### src/rtl/tpx_pkg.sv
package tpx_pkg;
    typedef enum logic [1:0] {
        TX_OFF  = 2'd0,
        TX_IDLE = 2'd1,
        TX_SEND = 2'd2
    } tx_state_e;
endpackage

### src/rtl/tpx_clock_gen.sv
module tpx_clock_gen (
    input  logic clk,
    input  logic rst_n,
    input  logic port_en,
    input  logic fast_eff,
    output logic step,
    output logic tr_clk
);
    logic phase_q;
    logic clk_q;

    assign step   = port_en & (fast_eff | phase_q);
    assign tr_clk = clk_q;

    always_ff @(posedge clk or negedge rst_n) begin
        if (!rst_n) begin
            phase_q <= 1'b0;
            clk_q   <= 1'b0;
        end else if (!port_en) begin
            phase_q <= 1'b0;
            clk_q   <= 1'b0;
        end else begin
            phase_q <= ~phase_q;
            if (step) begin
                clk_q <= ~clk_q;
            end
        end
    end

    // fast ratio toggles the trace clock on every core cycle
    assert_fast_toggle_R3: assert property (@(posedge clk) disable iff (!rst_n)
        ($past(rst_n) && $past(port_en && fast_eff)) |-> (tr_clk != $past(tr_clk)));

    // slow ratio holds the trace clock for one cycle after each toggle
    assert_slow_hold_R4: assert property (@(posedge clk) disable iff (!rst_n)
        ($past(rst_n) && $past(port_en && !fast_eff) && port_en && !fast_eff
         && (tr_clk != $past(tr_clk))) |=> (tr_clk == $past(tr_clk)));
endmodule

### src/rtl/tpx_shifter.sv
module tpx_shifter
    import tpx_pkg::*;
#(
    parameter int WORD_W = 64,
    parameter int NIB_W  = 4
) (
    input  logic              clk,
    input  logic              rst_n,
    input  logic              port_en,
    input  logic              step,
    input  logic              fifo_empty,
    input  logic [WORD_W-1:0] fifo_word,
    output logic              fifo_pop,
    output logic [NIB_W-1:0]  tr_data
);
    localparam int NIBBLES = WORD_W / NIB_W;
    localparam int CNT_W   = $clog2(NIBBLES);
    localparam logic [CNT_W-1:0] LAST = CNT_W'(NIBBLES - 1);

    tx_state_e         state_q, state_d;
    logic [WORD_W-1:0] shreg_q;
    logic [CNT_W-1:0]  cnt_q;
    logic              load, shift;

    // state register
    always_ff @(posedge clk or negedge rst_n) begin
        if (!rst_n) begin
            state_q <= TX_OFF;
        end else begin
            state_q <= state_d;
        end
    end

    // next state and strobes
    always_comb begin
        state_d  = state_q;
        fifo_pop = 1'b0;
        load     = 1'b0;
        shift    = 1'b0;
        unique case (state_q)
            TX_OFF: begin
                if (port_en) state_d = TX_IDLE;
            end
            TX_IDLE: begin
                if (!port_en) begin
                    state_d = TX_OFF;
                end else if (step && !fifo_empty) begin
                    fifo_pop = 1'b1;
                    load     = 1'b1;
                    state_d  = TX_SEND;
                end
            end
            TX_SEND: begin
                if (!port_en) begin
                    state_d = TX_OFF;
                end else if (step) begin
                    if (cnt_q == LAST) begin
                        if (!fifo_empty) begin
                            fifo_pop = 1'b1;
                            load     = 1'b1;
                        end else begin
                            state_d = TX_IDLE;
                        end
                    end else begin
                        shift = 1'b1;
                    end
                end
            end
            default: state_d = TX_OFF;
        endcase
    end

    // datapath
    always_ff @(posedge clk or negedge rst_n) begin
        if (!rst_n) begin
            shreg_q <= '0;
            cnt_q   <= '0;
        end else if (load) begin
            shreg_q <= fifo_word;
            cnt_q   <= '0;
        end else if (shift) begin
            shreg_q <= {{NIB_W{1'b0}}, shreg_q[WORD_W-1:NIB_W]};
            cnt_q   <= cnt_q + 1'b1;
        end
    end

    // outputs
    always_comb begin
        tr_data = '0;
        if (state_q == TX_SEND) begin
            tr_data = shreg_q[NIB_W-1:0];
        end
    end

    // never pop an empty FIFO
    assert_pop_nonempty_R6: assert property (@(posedge clk) disable iff (!rst_n)
        fifo_pop |-> !fifo_empty);

    // pops land only at a word boundary
    assert_pop_boundary_R6: assert property (@(posedge clk) disable iff (!rst_n)
        fifo_pop |-> (state_q == TX_IDLE || cnt_q == LAST));

    // each slot inside a word advances exactly one nibble
    assert_nibble_advance_R1: assert property (@(posedge clk) disable iff (!rst_n)
        ($past(rst_n) && $past(state_q == TX_SEND && port_en && step && cnt_q != LAST))
        |-> (state_q == TX_SEND && cnt_q == CNT_W'($past(cnt_q) + 1'b1)));

    // a pop at the last nibble keeps the transmitter sending
    assert_back_to_back_R7: assert property (@(posedge clk) disable iff (!rst_n)
        (state_q == TX_SEND && fifo_pop) |=> (state_q == TX_SEND && cnt_q == '0));
endmodule

### src/rtl/tpx_fill_guard.sv
module tpx_fill_guard #(
    parameter int FREE_W    = 5,
    parameter int STALL_LAT = 3
) (
    input  logic              clk,
    input  logic              rst_n,
    input  logic              cfg_offchip,
    input  logic              cfg_inhibit_ovf,
    input  logic              push_req,
    input  logic [FREE_W-1:0] fifo_free,
    output logic              push_ok,
    output logic              core_stall,
    output logic              ovf_pulse
);
    localparam logic [FREE_W-1:0] THRESH = FREE_W'(STALL_LAT);

    logic inhibit_eff;
    logic drop_eff;
    logic full;

    always_comb begin
        inhibit_eff = cfg_offchip & cfg_inhibit_ovf;
        drop_eff    = cfg_offchip & ~cfg_inhibit_ovf;
        full        = (fifo_free == '0);
        push_ok     = push_req & ~full;
        core_stall  = inhibit_eff & (fifo_free <= THRESH);
        ovf_pulse   = drop_eff & push_req & full;
    end

    // a dropped word is never written
    assert_drop_not_written_R9: assert property (@(posedge clk) disable iff (!rst_n)
        ovf_pulse |-> (!push_ok && !core_stall));

    // stall only in off-chip mode with the inhibit setting
    assert_stall_mode_R8: assert property (@(posedge clk) disable iff (!rst_n)
        core_stall |-> (cfg_offchip && cfg_inhibit_ovf));

    // a write is only accepted with free space
    assert_push_space_R10: assert property (@(posedge clk) disable iff (!rst_n)
        push_ok |-> (push_req && fifo_free != '0));
endmodule

### src/rtl/nibble_trace_tx.sv
module nibble_trace_tx #(
    parameter int WORD_W    = 64,
    parameter int NIB_W     = 4,
    parameter int FREE_W    = 5,
    parameter int STALL_LAT = 3
) (
    input  logic              clk,
    input  logic              rst_n,
    input  logic              cfg_offchip,
    input  logic              cfg_fast,
    input  logic              cfg_inhibit_ovf,
    input  logic              probe_absent,
    input  logic              fifo_empty,
    input  logic [WORD_W-1:0] fifo_word,
    output logic              fifo_pop,
    input  logic              push_req,
    input  logic [FREE_W-1:0] fifo_free,
    output logic              push_ok,
    output logic              core_stall,
    output logic              ovf_pulse,
    output logic              tr_clk,
    output logic [NIB_W-1:0]  tr_data
);
    logic port_en;
    logic fast_eff;
    logic step;

    assign port_en  = cfg_offchip & ~probe_absent;
    assign fast_eff = cfg_offchip & cfg_fast;

    tpx_clock_gen u_clk (
        .clk      (clk),
        .rst_n    (rst_n),
        .port_en  (port_en),
        .fast_eff (fast_eff),
        .step     (step),
        .tr_clk   (tr_clk)
    );

    tpx_shifter #(
        .WORD_W (WORD_W),
        .NIB_W  (NIB_W)
    ) u_shift (
        .clk        (clk),
        .rst_n      (rst_n),
        .port_en    (port_en),
        .step       (step),
        .fifo_empty (fifo_empty),
        .fifo_word  (fifo_word),
        .fifo_pop   (fifo_pop),
        .tr_data    (tr_data)
    );

    tpx_fill_guard #(
        .FREE_W    (FREE_W),
        .STALL_LAT (STALL_LAT)
    ) u_guard (
        .clk             (clk),
        .rst_n           (rst_n),
        .cfg_offchip     (cfg_offchip),
        .cfg_inhibit_ovf (cfg_inhibit_ovf),
        .push_req        (push_req),
        .fifo_free       (fifo_free),
        .push_ok         (push_ok),
        .core_stall      (core_stall),
        .ovf_pulse       (ovf_pulse)
    );

    // a disabled port goes quiet on the next cycle
    assert_disabled_quiet_R5: assert property (@(posedge clk) disable iff (!rst_n)
        ($past(rst_n) && !$past(port_en)) |-> (tr_data == '0 && !tr_clk));

    // a disabled port never pops
    assert_disabled_no_pop_R5: assert property (@(posedge clk) disable iff (!rst_n)
        !port_en |-> !fifo_pop);

    // quiet outputs while reset is held
    always_comb begin
        if (!rst_n) begin
            assert_reset_quiet_R11: assert (tr_data == '0 && !tr_clk && !fifo_pop);
        end
    end
endmodule

### config.mk
export PLATFORM = sky130hd
export DESIGN_NAME = nibble_trace_tx
export DESIGN_NICKNAME = d
export VERILOG_FILES = /design/src/rtl/tpx_pkg.sv /design/src/rtl/tpx_clock_gen.sv /design/src/rtl/tpx_shifter.sv /design/src/rtl/tpx_fill_guard.sv /design/src/rtl/nibble_trace_tx.sv
export SDC_FILE = /design/constraint.sdc
export NUM_CORES = 1
export LEC_CHECK = 0
export BUFFER_PORTS_ARGS = -buffer_cell sky130_fd_sc_hd__buf_2
export CAP_MARGIN = 20
export CORE_MARGIN = 2
export CORE_UTILIZATION = 38
export DETAILED_ROUTE_END_ITERATION = 6
export GPL_TIMING_DRIVEN = 0
export SETUP_SLACK_MARGIN = 0.3
export SLEW_MARGIN = 5
export SYNTH_ARGS = -nofsm -noshare
export SYNTH_HDL_FRONTEND = slang
export SYNTH_SLANG_ARGS = --single-unit
### constraint.sdc
create_clock -name clk -period 2.2 [get_ports clk]
set_clock_uncertainty 0.2 [all_clocks]
set_input_delay 0.22 -clock clk [delete_from_list [all_inputs] [get_ports clk]]
set_output_delay 0.22 -clock clk [all_outputs]
set_load 0.01 [all_outputs]
---- Yosys cells after proc, flatten, opt, wreduce, memory -nomap -nowiden ----
Index checks and enable logic that the tools add are counted.
storage, ports and cells
  register bits after elaboration ......... 72
  bits of input ports ..................... 77
  output and inout bits ................... 9
  word-level logic and storage cells ...... 64
operators by class
  add/subtract/negate cells ............... 1
  order comparisons ....................... 1
  equality and inequality tests ........... 9
  mux-type cells .......................... 27
  bitwise gates (word level) .............. 15
  reduce and logical (&&, ||, !) cells .... 6
operators with widths
  kind                   count
  $mux W64               2
  $mux W2                7
  $mux W1                13
  $mux W4                3
  $and A1 B1 Y1          9
  $ne A3 B2 Y1 const B   3
  $pmux W2 S3            1
  $le A5 B2 Y1 const B   1
  $logic_not A5 Y1       1
  $not A1 Y1             5
  $reduce_and A5 Y1      1
  $add A4 B1 Y4 const B  1
  $eq A4 B4 Y1 const B   1
  $ne A3 B3 Y1 const B   1
  $eq A2 B1 Y1 const B   1
  $eq A2 B2 Y1 const B   1
  $logic_not A2 Y1       1
  $ne A2 B1 Y1 const B   1
  $ne A2 B2 Y1 const B   1
  $pmux W1 S2            1
  $reduce_bool A2 Y1     1
  $logic_and A1 B1 Y1    1
  $logic_not A1 Y1       1
  $or A1 B1 Y1           1

---- Depth between registers and ports, before layout ----
  depth after elaboration ................. 8
  mapped depth ............................ 8
  depth with buffers taken out ............ 6

---- Hierarchy ----
Synthesis repeated with hierarchy kept, for this count alone.
second synthesis, totals
  cells, all modules ...................... 343
  area total of the unflattened synthesis .. 3344.5 µm²
modules (own cells, without submodules)
  module           times used  cells an instance  area each (µm²)  sequential area each (µm²)
  tpx_shifter      1           328                3193.1           1751.7
  tpx_clock_gen    1           7                  83.8             50.0
  tpx_fill_guard   1           6                  47.5             0.0
  nibble_trace_tx  1           2                  20.0             0.0

---- Least setup slack after synthesis ----
OpenSTA, ideal clock, no wires.
  kind .................................... reg2reg
  from .................................... register u_shift.state_q[0]
  to ...................................... register u_shift.shreg_q[59]
  setup time .............................. 0.064 ns
  arrival time ............................ 1.820 ns
  data required time ...................... 1.936 ns
  slack ................................... 0.116 ns
  cell stages (with the launch flop) ...... 8
  path buffers ............................ 2
  clock period less this slack ............ 2.084 ns
  cell sequence ........................... dfrtp_1 inv_1 ha_1 clkbuf_1 a2111oi_4 clkbuf_1 a22o_1 a21o_1
on the way
  word-level cells in the longest chain between the ends .. 3
  elaborated cells between the ends (all ways) .. 6
  those cells by class .................... eq/ne: 2; mux: 3; reduce/logical: 1
ends and longest elaborated chain
  item                                                   line                   text
  from (decl)                                            tpx_shifter.sv:20      tx_state_e state_q, state_d;
  from (signal assigned)                                 tpx_shifter.sv:30      state_q <= state_d;
  $eq A2 B2 Y1 / $eq A2 B1 Y1 (equally long branches)    -
  $pmux W1 S2 (*)                                        -
  named net fifo_pop                                     nibble_trace_tx.sv:15  output logic fifo_pop,
  $mux W64 / $reduce_bool A2 Y1 (equally long branches)  -
  to (signal assigned)                                   tpx_shifter.sv:79      shreg_q <= fifo_word;
  to (signal assigned)                                   tpx_shifter.sv:82      shreg_q <= {{NIB_W{1'b0}}, shreg_q[WORD_W-1:NIB_W]};
  to (decl)                                              tpx_shifter.sv:21      logic [WORD_W-1:0] shreg_q;
Mark *: on every way through the listed nets, which the timed path passes. The rest lies on a longest branch.
A chain may end at the register's enable or synchronous reset.

---- Worst setup path after layout ----
  from .................................... register u_shift.cnt_q[0]
  to ...................................... output fifo_pop
on the way
  word-level cells in the longest chain between the ends .. 5
ends and longest elaborated chain
  item                    line                   text
  from (decl)             tpx_shifter.sv:22      logic [CNT_W-1:0] cnt_q;
  from (signal assigned)  tpx_shifter.sv:83      cnt_q <= cnt_q + 1'b1;
  $eq A4 B4 Y1            tpx_shifter.sv:57      if (cnt_q == LAST) begin
  $mux W1                 tpx_shifter.sv:57
  $mux W1                 tpx_shifter.sv:56      end else if (step) begin
  $mux W1                 tpx_shifter.sv:54      if (!port_en) begin
  $pmux W1 S2             tpx_shifter.sv:40      unique case (state_q)
  to (decl)               nibble_trace_tx.sv:15
Every way passes these cells.

==> flow_metrics.py <==
metrics = {
    "pwr": {
        "ir_drop_v": 0.000546,
        "power_frac_clock": 0.245,
        "swShare": 0.276,
        "p_int_mw": 3.39,
        "p_seq_frac": 0.464,
        "p_total_mw": 4.68,
        "combPwrFrac": 0.290,
        "powerDensity_nw_per_um2": 886,
        "p_sw_mw": 1.30,
        "leakage_nw": 2.86,
    },
    "routing": {
        "antenna_left": 0,
        "wl_met1_mm": 3.90,
        "wl_met3_um": 331,
        "dr.max_layer_used": "met4",
        "finalWirelength_mm": 8.50,
        "via_per_inst": 5.13,
        "drc": 0,
        "drtIter0Drc": 55,
        "drtPass1Iterations": 4,
        "wl_met2_mm": 4.19,
        "drt-wirelength-per-cell_um": 15.0,
        "via_count": 2909,
    },
    "layout": {
        "stdcell_area_um2": 5290,
        "area_growth_pct": 61.7,
        "final_cells": 567,
        "diodes": 0,
        "final_layout_size_suffix_gt1_frac": 0.364,
        "fillers": 681,
        "final_nets": 540,
        "final_cell_mix": "buf_2 (80), dfrtp_1 (72), a22o_1 (64)",
        "mostFrequentLayoutCell": "buf_2",
    },
    "worst_setup_path": {
        "cp.required_ns": 1.78,
        "path_max_fanout": 2,
        "crit_arrival_ns": 1.73,
        "critPathBufInv": 2,
        "start_kind": "register",
        "worst_path_max_delay_cell": "dfrtp_1",
        "cp_cell_sequence": "ha_4 > nand3_4 > a2111oi_4 > clkbuf_8 > buf_6",
        "path_delay_family": "flip-flops",
        "crit_path_max_incr_delay_ns": 0.41,
        "criticalPathCategory": "reg -> out",
        "end_kind": "primary output",
    },
    "min_path": {
        "hp-class": "in -> reg",
    },
    "sta": {
        "timing.setup.tns_ns": 0,
        "tightest_slew_ns": 0.641,
        "slew-limit-headroom": 0.572,
        "finalHoldViolations": 0,
        "slew_viol_final": 0,
        "clock.fmax_mhz": 465,
        "fin_ws_ns": 0.0479,
        "finalCritPeriodShare": 0.978,
        "fin_crit_ns": 2.15,
        "grt_setup_unrepaired": "yes",
        "finalSetupViolations": 0,
    },
    "clock_tree": {
        "clk_latency_ns": 0.34,
        "root_buffer": "clkbuf_8",
        "h-tree-depth": 3,
        "clockBufferDepth": 2,
        "tritoncts": "yes",
        "clock_sinks": 72,
        "numCtsBuffers": 9,
        "path_clk_slew_ns": 0.08,
    },
    "die": {
        "dieArea_um2": 9370,
        "start_util": 0.394,
        "rows": 33,
        "io_pins": 86,
        "chipHeight_um": 96.8,
        "die_w_um": 96.8,
        "coreArea_um2": 8300,
    },
    "logic_synthesis": {
        "syn_inst": 269,
        "synth_edf_count": 0,
        "syn_area_um2": 3270,
        "syn-num-nets": 351,
        "ys.flop_type": "dfrtp_1",
        "yosysWarnings": 0,
        "avgSynthCellArea_um2": 12.2,
        "yosysSeqAreaShare": 0.551,
        "async_flop_share": 1.00,
        "synth.distinct_cells": 29,
        "ys_seq_elements": 72,
    },
    "placed_design": {
        "placedCellCount": 460,
        "placed_cell_area_um2": 3880,
        "hpwlAfterDp_mm": 5.08,
        "post-place-ws_ns": -0.180,
        "gp_congestion": 0.702,
        "port_buffers": 85,
    },
    "global_route": {
        "grt_pass1_wl_mm": 14.3,
        "grt_max_degree": 51,
        "overflow": 0,
        "track_usage": 0.186,
        "grt_pass1_vias": 3114,
        "antenna_found_initial": 0,
    },
    "outcome": {
        "status": "completed",
    },
    "job": {
        "drv_cap": 0,
    },
}
[routing by layer]
metal  vias to the layer above  track usage
li1                       1403            -
met1                      1430        0.250
met2                        68        0.306
met3                         8       0.0376
met4                         0       0.0553
met5                         -            0
[sequential cells by signal, summed over array words and instances (netlist names)]
register         cells
u_shift.state_q      2
u_clk.phase_q        1
u_shift.cnt_q        4
u_shift.shreg_q     64
u_clk.tr_clk         1
[worst min-delay path, stage by stage]
cell and delay [ns]:
buf_2 0.09, a22o_1 0.14, a21o_1 0.08
[logic make-up after synthesis]
logic type | after synthesis | share of synthesized area
buffers and inverters | 25 | 0.0340
DFF | 72 | 0.551
adders and majority gates | 5 | 0.0191
muxes | 4 | 0.0126
AOI/OAI and AO/OA | 133 | 0.335
and+or+nand+nor | 28 | 0.0432
xor gates and xnor gates | 2 | 0.00536
[repair_timing]
action / in CTS / in global routing
setup endpoints to repair: 70 / 75
resized for setup: 59 / 27
endpoints found under the hold margin: 134 / 0
hold buffers: 63 / 0
pin swaps: 24 / 35
setup buffers: 16 / 3
cloned: 9 / 1
[final timing paths]
check,from,end,slack (ns),depth (start not counted)
max,u_shift.cnt_q[0],fifo_pop,0.05,5
min,fifo_word[49],u_shift.shreg_q[49],0.02,3
max reg2reg,u_shift.cnt_q[0],u_shift.shreg_q[37],0.06,9
min reg2reg,u_shift.shreg_q[34],u_shift.shreg_q[34],0.28,1
max in group asynchronous,rst_n,u_shift.shreg_q[1],1.12,3
min in group asynchronous,rst_n,u_shift.shreg_q[38],0.11,2
[final cells by class]
class	count	area [um^2]	area share
flip-flops and latches	72	1800	0.341
multi-input cells	173	1440	0.273
repair buffers	177	1420	0.268
plain buffers	21	260	0.0492
clock buffers	10	138	0.0260
well taps	105	131	0.0248
clock inverters	5	81.3	0.0154
inverters	4	15.0	0.00284
[synth_stat cells (all sizes together) (2+ instances only)]
cell     n  area share
dfrtp   72        0.55
nor3     2      0.0031
mux2i    3      0.0092
a21o    60        0.14
buf     10       0.017
a21oi    3      0.0046
ha       5       0.019
inv      4      0.0046
and2     5      0.0096
nand2    4      0.0046
nand2b   2      0.0038
nand3    4      0.0061
clkbuf  11       0.013
nor2     7      0.0080
a22o    64        0.17
[per-stage QoR]
stage	util	hold WS [ns]
floorplan	-	-0.276
global placement	0.464	0.248
detailed placement	0.468	-0.0546
CTS	0.621	0.00222
global route	0.637	0.0169
finish	0.637	0.0202
[power groups by stage]
stage | logic (mW) | registers (mW) | clock network, mW
2_1_floorplan | 0.747 | 2.11 | 0
3_3_place_gp | 0.948 | 2.18 | 0
3_5_place_dp | 0.984 | 2.19 | 0
4_1_cts | 1.28 | 2.16 | 1.19
5_1_grt | 1.50 | 2.24 | 1.24
6_report | 1.36 | 2.18 | 1.15
Note: power is estimated with default switching activity, not from simulation.
